**src/rtl/tdir_pkg.sv**
```systemverilog
// Package: shared types of the tag directory.
// Assumes: nothing beyond IEEE 1800-2017.
package tdir_pkg;
    // Direction of a request as carried on req_write_i.
    typedef enum logic {
        DIR_READ  = 1'b0,
        DIR_WRITE = 1'b1
    } tdir_dir_e;
endpackage

```
**src/rtl/tdir_tag_store.sv**
```systemverilog
// Module: tag array plus one round-robin victim pointer per set.
// Reads all ways of one set combinationally. It writes one tag per cycle into the
// victim way of the chosen set and advances that set's pointer.
// Assumes: the caller asserts wr_en only for a read miss.
module tdir_tag_store #(
    parameter int SET_LOG2  = 5,
    parameter int WAYS_LOG2 = 2,
    parameter int TAG_W     = 22
) (
    input  logic                           clk,
    input  logic                           rst_n,
    input  logic [SET_LOG2-1:0]            rd_set,
    output logic [(1<<WAYS_LOG2)-1:0][TAG_W-1:0] rd_tags,
    input  logic                           wr_en,
    input  logic [SET_LOG2-1:0]            wr_set,
    input  logic [TAG_W-1:0]               wr_tag
);
    localparam int SETS  = 1 << SET_LOG2;
    localparam int WAYS  = 1 << WAYS_LOG2;
    localparam int PTR_W = (WAYS_LOG2 > 0) ? WAYS_LOG2 : 1;

    logic [TAG_W-1:0] tag_q [SETS][WAYS];
    logic [PTR_W-1:0] rr_q  [SETS];

    // Purpose: clear on reset, otherwise place a tag in the victim way and advance the pointer.
    always_ff @(posedge clk) begin
        if (!rst_n) begin
            for (int s = 0; s < SETS; s++) begin
                rr_q[s] <= '0;
                for (int w = 0; w < WAYS; w++) begin
                    tag_q[s][w] <= '0;
                end
            end
        end else if (wr_en) begin
            tag_q[wr_set][rr_q[wr_set]] <= wr_tag;
            if (rr_q[wr_set] == PTR_W'(WAYS - 1)) begin
                rr_q[wr_set] <= '0;
            end else begin
                rr_q[wr_set] <= rr_q[wr_set] + PTR_W'(1);
            end
        end
    end

    // Purpose: present every way of the addressed set.
    always_comb begin
        for (int w = 0; w < WAYS; w++) begin
            rd_tags[w] = tag_q[rd_set][w];
        end
    end
endmodule

```
**src/rtl/tdir_way_match.sv**
```systemverilog
// Module: compares the request tag against every way in parallel.
// Assumes: the tags belong to the set the request indexes.
module tdir_way_match #(
    parameter int WAYS  = 4,
    parameter int TAG_W = 22
) (
    input  logic [WAYS-1:0][TAG_W-1:0] way_tags,
    input  logic [TAG_W-1:0]           req_tag,
    output logic [WAYS-1:0]            way_hit,
    output logic                       any_hit
);
    // One comparator for each way.
    for (genvar w = 0; w < WAYS; w++) begin : g_cmp
        assign way_hit[w] = (way_tags[w] == req_tag);
    end

    // Purpose: fold the per-way results into one flag.
    assign any_hit = |way_hit;
endmodule

```
**src/rtl/tdir_last_block.sv**
```systemverilog
// Module: one-entry register holding the most recent resident line address.
// An extra top bit stays set after reset, so no request can match until the first update.
// Assumes: upd_en is raised only for a line that is, or now becomes, resident.
module tdir_last_block #(
    parameter int BLK_W = 27
) (
    input  logic             clk,
    input  logic             rst_n,
    input  logic [BLK_W-1:0] req_blk,
    output logic             match,
    input  logic             upd_en,
    input  logic [BLK_W-1:0] upd_blk
);
    logic [BLK_W:0] last_q;

    // Purpose: load the poisoned value on reset, otherwise the newly touched line.
    always_ff @(posedge clk) begin
        if (!rst_n) begin
            last_q <= '1;
        end else if (upd_en) begin
            last_q <= {1'b0, upd_blk};
        end
    end

    // Purpose: compare the request's line with the stored one.
    assign match = (last_q == {1'b0, req_blk});
endmodule

```
**src/rtl/tagdir_hit_predictor.sv**
```systemverilog
// Module: top of the tag-only hit predictor.
// Decides hit or miss for one request per cycle and registers the result, so it
// appears one cycle later. The next request already sees the state this request updates.
// Assumes: SIZE_LOG2 > WAYS_LOG2 + LINE_LOG2 (at least two sets).
module tagdir_hit_predictor #(
    parameter int ADDR_W    = 32,
    parameter int SIZE_LOG2 = 12,
    parameter int WAYS_LOG2 = 2,
    parameter int LINE_LOG2 = 5
) (
    input  logic              clk,
    input  logic              rst_n,
    input  logic              req_valid_i,
    input  logic              req_write_i,
    input  logic [ADDR_W-1:0] req_addr_i,
    output logic              resp_valid_o,
    output logic              hit_o
);
    import tdir_pkg::*;

    localparam int SET_LOG2 = SIZE_LOG2 - WAYS_LOG2 - LINE_LOG2;
    localparam int WAYS     = 1 << WAYS_LOG2;
    localparam int TAG_W    = ADDR_W - LINE_LOG2 - SET_LOG2;
    localparam int BLK_W    = ADDR_W - LINE_LOG2;

    tdir_dir_e                   req_dir;
    logic [BLK_W-1:0]            req_blk;
    logic [SET_LOG2-1:0]         req_set;
    logic [TAG_W-1:0]            req_tag;
    logic [WAYS-1:0][TAG_W-1:0]  set_tags;
    logic [WAYS-1:0]             way_hit;
    logic                        tag_hit;
    logic                        short_hit;
    logic                        lookup_hit;
    logic                        alloc_en;
    logic                        last_upd;

    // Purpose: split the address into line, set and tag fields.
    assign req_dir = tdir_dir_e'(req_write_i);
    assign req_blk = req_addr_i[ADDR_W-1:LINE_LOG2];
    assign req_set = req_addr_i[LINE_LOG2+SET_LOG2-1:LINE_LOG2];
    assign req_tag = req_addr_i[ADDR_W-1:LINE_LOG2+SET_LOG2];

    tdir_tag_store #(
        .SET_LOG2 (SET_LOG2),
        .WAYS_LOG2(WAYS_LOG2),
        .TAG_W    (TAG_W)
    ) store_i (
        .clk    (clk),
        .rst_n  (rst_n),
        .rd_set (req_set),
        .rd_tags(set_tags),
        .wr_en  (alloc_en),
        .wr_set (req_set),
        .wr_tag (req_tag)
    );

    tdir_way_match #(
        .WAYS (WAYS),
        .TAG_W(TAG_W)
    ) match_i (
        .way_tags(set_tags),
        .req_tag (req_tag),
        .way_hit (way_hit),
        .any_hit (tag_hit)
    );

    tdir_last_block #(
        .BLK_W(BLK_W)
    ) last_i (
        .clk    (clk),
        .rst_n  (rst_n),
        .req_blk(req_blk),
        .match  (short_hit),
        .upd_en (last_upd),
        .upd_blk(req_blk)
    );

    // Purpose: the shortcut hit wins; otherwise the tag lookup decides.
    assign lookup_hit = short_hit | tag_hit;

    // Purpose: allocate only when a read misses both the shortcut and the tags.
    assign alloc_en = req_valid_i && (req_dir == DIR_READ) && !lookup_hit;

    // Purpose: refresh the shortcut after a tag hit or a read miss, never after a write miss.
    assign last_upd = req_valid_i && !short_hit && (tag_hit || (req_dir == DIR_READ));

    // Purpose: register the result; reset drops any request of the same cycle.
    always_ff @(posedge clk) begin
        if (!rst_n) begin
            resp_valid_o <= 1'b0;
            hit_o        <= 1'b0;
        end else begin
            resp_valid_o <= req_valid_i;
            hit_o        <= req_valid_i && lookup_hit;
        end
    end
endmodule

```
**config.mk**
```make
export PLATFORM = sky130hd
export DESIGN_NAME = tagdir_hit_predictor
export DESIGN_NICKNAME = d
export VERILOG_FILES = /design/src/rtl/tdir_pkg.sv /design/src/rtl/tdir_tag_store.sv /design/src/rtl/tdir_way_match.sv /design/src/rtl/tdir_last_block.sv /design/src/rtl/tagdir_hit_predictor.sv
export SDC_FILE = /design/constraint.sdc
export NUM_CORES = 2
export LEC_CHECK = 0
export CORE_MARGIN = 2
export CORE_UTILIZATION = 55
export DETAILED_ROUTE_END_ITERATION = 10
export DONT_BUFFER_PORTS = 1
export PLACE_DENSITY = 0.7
export REMOVE_ABC_BUFFERS = 1
export SKIP_CTS_REPAIR_TIMING = 1
export SYNTH_ARGS = -nofsm -noshare
export SYNTH_HDL_FRONTEND = slang
export SYNTH_HIERARCHICAL = 1
export SYNTH_SLANG_ARGS = --single-unit
export TNS_END_PERCENT = 20
```
**constraint.sdc**
```tcl
create_clock -name clk -period 8.9 [get_ports clk]
set_clock_uncertainty 0.2 [all_clocks]
set_input_delay 2.225 -clock clk [delete_from_list [all_inputs] [get_ports clk]]
set_output_delay 2.225 -clock clk [all_outputs]
set_load 0.05 [all_outputs]
```
==> results.tsv <==
stage	metric	value	unit
floorplan	num rows	180	
synthesis	syn_area_per_cell	15.25	um^2
route	vias	76883	
setup_path	crit path capture	store_i/tag_q[18][61]$_SDFFCE_PN0P_	
finish	final instance area	150600	um^2
floorplan	Initial Util	55.18	%
power_and_ir_drop	Sw Pwr	6.482	mW
route	post-route antenna net violation count	0	
synthesis	Post-synth top cells	edfxtp_1 (2,880), and2_1 (2,649), clkbuf_1 (659), mux4_2 (651), o22ai_1 (273)	
sta	fin crit period	8.486	ns
floorplan	IO Count	38	
cts	Worst-path clk slew	0.06	ns
finish	area delta synth->final	13.65	%
sta	RSZ-0062 raised after global routing	false	
setup_path	CP max stage cell	nor3_1	
setup_path	Setup crit end kind	register	
route	routed wire length	369.0	mm
finish	area of the multi-input gates	41760	um^2
sta	fin. max-slew vios	0	
sta	Final Hold Violating Endpoints	0	
sta	final hold slack	0.2648	ns
hold_path	Hold Path Class	register to register	
finish	fillers	17025	
synthesis	Yosys warnings	6	
power_and_ir_drop	Clock power frac	41.9	%
global_routing	pin count of the biggest net entering global routing	192	
global_routing	grt total ovfl	0	
finish	layout cells sized above 1	20.34	%
synthesis	Post-synth EDFFs	2880	
run_status	status	finished, final reports clean	
setup_path	launching point of the worst reg2reg path	store_i/tag_q[23][43]$_SDFFCE_PN0P_	
setup_path	CP required	9.30	ns
synthesis	dominant cells by area after synthesis	edfxtp_1 (65%), and2_1 (13%), mux4_2 (11%)	
cts	H-tree depth	5	
setup_path	Register-to-Register Setup Slack	2.75	ns
sta	Worst-Margin Slew	1.276	ns
floorplan	Die X	494.8	um
setup_path	crit path DAT	8.88	ns
power_and_ir_drop	Leak	55.13	nW
cts	CTS tree	yes	
sta	Slew headroom	14.96	%
synthesis	Synth top area share	65.28	%
placement	PortBufs	0	
finish	Sequential cell area	87080	um^2
power_and_ir_drop	Reg power frac	51.7	%
job	max cap viols	0	
global_routing	number of global-route vias before repair	76106	
sta	# setup viols final	0	
sta	f_max	117.8	MHz
synthesis	Seq/Total Area, Yosys	65.74	%
cts	Sinks on Clock Net	2910	
power_and_ir_drop	Pwr Density	200.6	nW/um^2
setup_path	Worst path most repeated cell	buf_16	
placement	Routability Congestion	0.8654	
synthesis	Main synth FF type	edfxtp_1	
placement	DP Wirelength	205.4	mm
setup_path	Startpoint Class	input pin	
setup_path	Slowest Stage Delay on Critical Path	0.80	ns
synthesis	Mapped Area	132500	um^2
global_routing	global-route wire length before repair	528.9	mm
setup_path	WS Path Type	input pin to register	
synthesis	Distinct cells, synth	58	
floorplan	core footprint	240100	um^2
route	drc violations	0	
synthesis	Async SR Flop Fraction	0	%
placement	Area after DPL	140700	um^2
route	post-detailed-route via-to-cell ratio	6.361	
power_and_ir_drop	cell internal pwr	23.72	mW
setup_path	Critical Path Fanout Max	83	
finish	Total Nets Final	8706	
power_and_ir_drop	Max VDD drop	0.0002517	V
route	DRT iter0 DRCs	10591	
synthesis	top-count cell post-synth	edfxtp_1	
route	routed length per instance	30.53	um
synthesis	cell taking the most area after synthesis	edfxtp_1	
global_routing	initial antenna violation count	10	
cts	CTS Root Cell	clkbuf_16	
sta	Final period util	95.34	%
global_routing	gr usage total	29.98	%
cts	Max clock buf depth	4	
setup_path	Reg-to-Reg End	store_i/tag_q[18][61]$_SDFFCE_PN0P_	
synthesis	#FFs+latches synth	2910	
cts	CTS buffer count	312	
floorplan	Die Area	244800	um^2
power_and_ir_drop	Sw Ratio	21.46	%
setup_path	CP Launch Point	req_addr_i[5]	
cts	clk_lat worst skew	0.97	ns
setup_path	worst-path cell chain	buf_16 > buf_16 > buf_16 > mux4_2 > o22ai_1 > nor4_1 > xor2_1 > nor4_1 > nand4_1 > nor4_2 > or4_1 > nor3_1 > and2_1 > nand3b_1 > buf_12 > o21ai_2 > buf_12	
setup_path	worst r2r path cells	16	
synthesis	Post-Synthesis Cells	8689	
power_and_ir_drop	Logic pwr share	6.5	%
floorplan	Die Y	494.8	um
route	1st-pass router iterations	5	
[stage by stage]
step                      TNS (ns)  instances  total power [mW]  utilization [%]  setup WS [ns]
after global placement    -4070.10      11535             17.76            58.60        -0.9930
final                            0      12086             30.21            62.71         0.4144
after CTS                  -0.1836      12072             30.31            62.67       -0.03289
after global routing             0      12074             30.94            62.70         0.2558
after detailed placement  -4196.24      11535             17.82            58.60        -0.9970
after floorplan                  0       7779             16.83                -         0.1483
[cell type report]
| cell class | instances | share of cell area, % |
|---|---|---|
| diodes | 12 | 0.01995 |
| inverters | 9 | 0.02244 |
| clock inverters | 153 | 0.9998 |
| multi-input cells | 4860 | 27.74 |
| flip-flops and latches | 2910 | 57.84 |
| well taps | 3185 | 2.647 |
| repair buffers | 573 | 5.234 |
| clock buffers | 384 | 5.499 |
[worst min path at each step]
| stage | start | to | slack, ns | depth (start not counted) |
|---|---|---|---|---|
| 3_3_place_gp | last_i/last_q[27]$_SDFFE_PN1P_ | last_i/last_q[27]$_SDFFE_PN1P_ | 0.27 | 2 |
| 2_1_floorplan | last_i/last_q[27]$_SDFFE_PN1P_ | last_i/last_q[27]$_SDFFE_PN1P_ | 0.25 | 2 |
| 4_1_cts | last_i/last_q[27]$_SDFFE_PN1P_ | last_i/last_q[27]$_SDFFE_PN1P_ | 0.27 | 2 |
| 6_report | last_i/last_q[27]$_SDFFE_PN1P_ | last_i/last_q[27]$_SDFFE_PN1P_ | 0.26 | 2 |
| 5_1_grt | last_i/last_q[22]$_SDFFE_PN1P_ | last_i/last_q[22]$_SDFFE_PN1P_ | 0.32 | 2 |
| 3_5_place_dp | last_i/last_q[27]$_SDFFE_PN1P_ | last_i/last_q[27]$_SDFFE_PN1P_ | 0.26 | 2 |
[placed cells by master, fill, tap and decap left out, types with 5 or more instances in the layout]
cell type | synthesis | routed
edfxtp_1 | 2880 | 2880
and2_1 | 2649 | 2649
mux4_2 | 651 | 651
clkbuf_16 | 0 | 322
buf_4 | 97 | 291
buf_12 | 1 | 275
o22ai_1 | 273 | 273
nor2_1 | 185 | 184
and3_1 | 181 | 181
mux2i_1 | 170 | 170
nand2_1 | 138 | 135
o21ai_2 | 0 | 128
a22oi_1 | 88 | 88
xor2_1 | 87 | 87
nor4_1 | 84 | 84
clkinv_1 | 0 | 68
clkbuf_1 | 659 | 62
clkinv_2 | 0 | 37
nand3_1 | 37 | 36
bufinv_16 | 0 | 30
dfxtp_1 | 30 | 30
nand4_1 | 29 | 29
o21ai_0 | 157 | 29
xnor2_1 | 28 | 28
diode_2 | 0 | 12
a21oi_1 | 12 | 11
nand2b_1 | 11 | 9
nor3_1 | 8 | 8
inv_1 | 8 | 8
clkinvlp_4 | 0 | 7
buf_16 | 0 | 6
nor2b_2 | 0 | 6
or2_2 | 6 | 6
clkinv_4 | 0 | 5
o221a_2 | 5 | 5
a32o_1 | 5 | 5
[flip-flops by register name, summed over array words and instances, names as in the netlist]
register       flops
last_i/last_q     28
store_i/tag_q   2816
hit_o              1
resp_valid_o       1
store_i/rr_q      64
[critical path: cells and delay by family]
family	cells	cell delay [ns]
AND/OR/NAND/NOR	8	2.82
buffers and inverters	5	1.99
multiplexers	1	0.64
AO/OA/AOI/OAI	2	0.61
XOR/XNOR	1	0.16
[power by group through the flow]
stage	Clock (mW)	Sequential [mW]	Combinational, mW
after CTS	12.8	15.6	1.93
after floorplan	0	15.9	0.963
final	12.6	15.6	1.95
after detailed placement	0	15.9	1.92
after global placement	0	15.9	1.91
after global routing	13.3	15.6	2.02
[routing by layer]
layer  track usage, %  wire length [um]  vias up
li1                 -                 -    32083
met1            41.87            140700    39745
met2            46.58            174300     4320
met3            6.246             38260      733
met4            11.82             15730        2
met5                0                18        -
[kinds of logic (layout without fill, tap and decap cells)]
family,count (synthesis),after routing,share of synthesized area (%)
compound gates,550,550,2.575
xor+xnor,115,115,0.7603
fa+ha+maj,4,4,0.03778
mux,821,821,12.35
flops,2910,2910,65.74
simple gates,3370,3370,15.34
buf+inv,919,1119,3.204
other cells,0,12,0
Note: power is estimated with default switching activity, not from simulation.
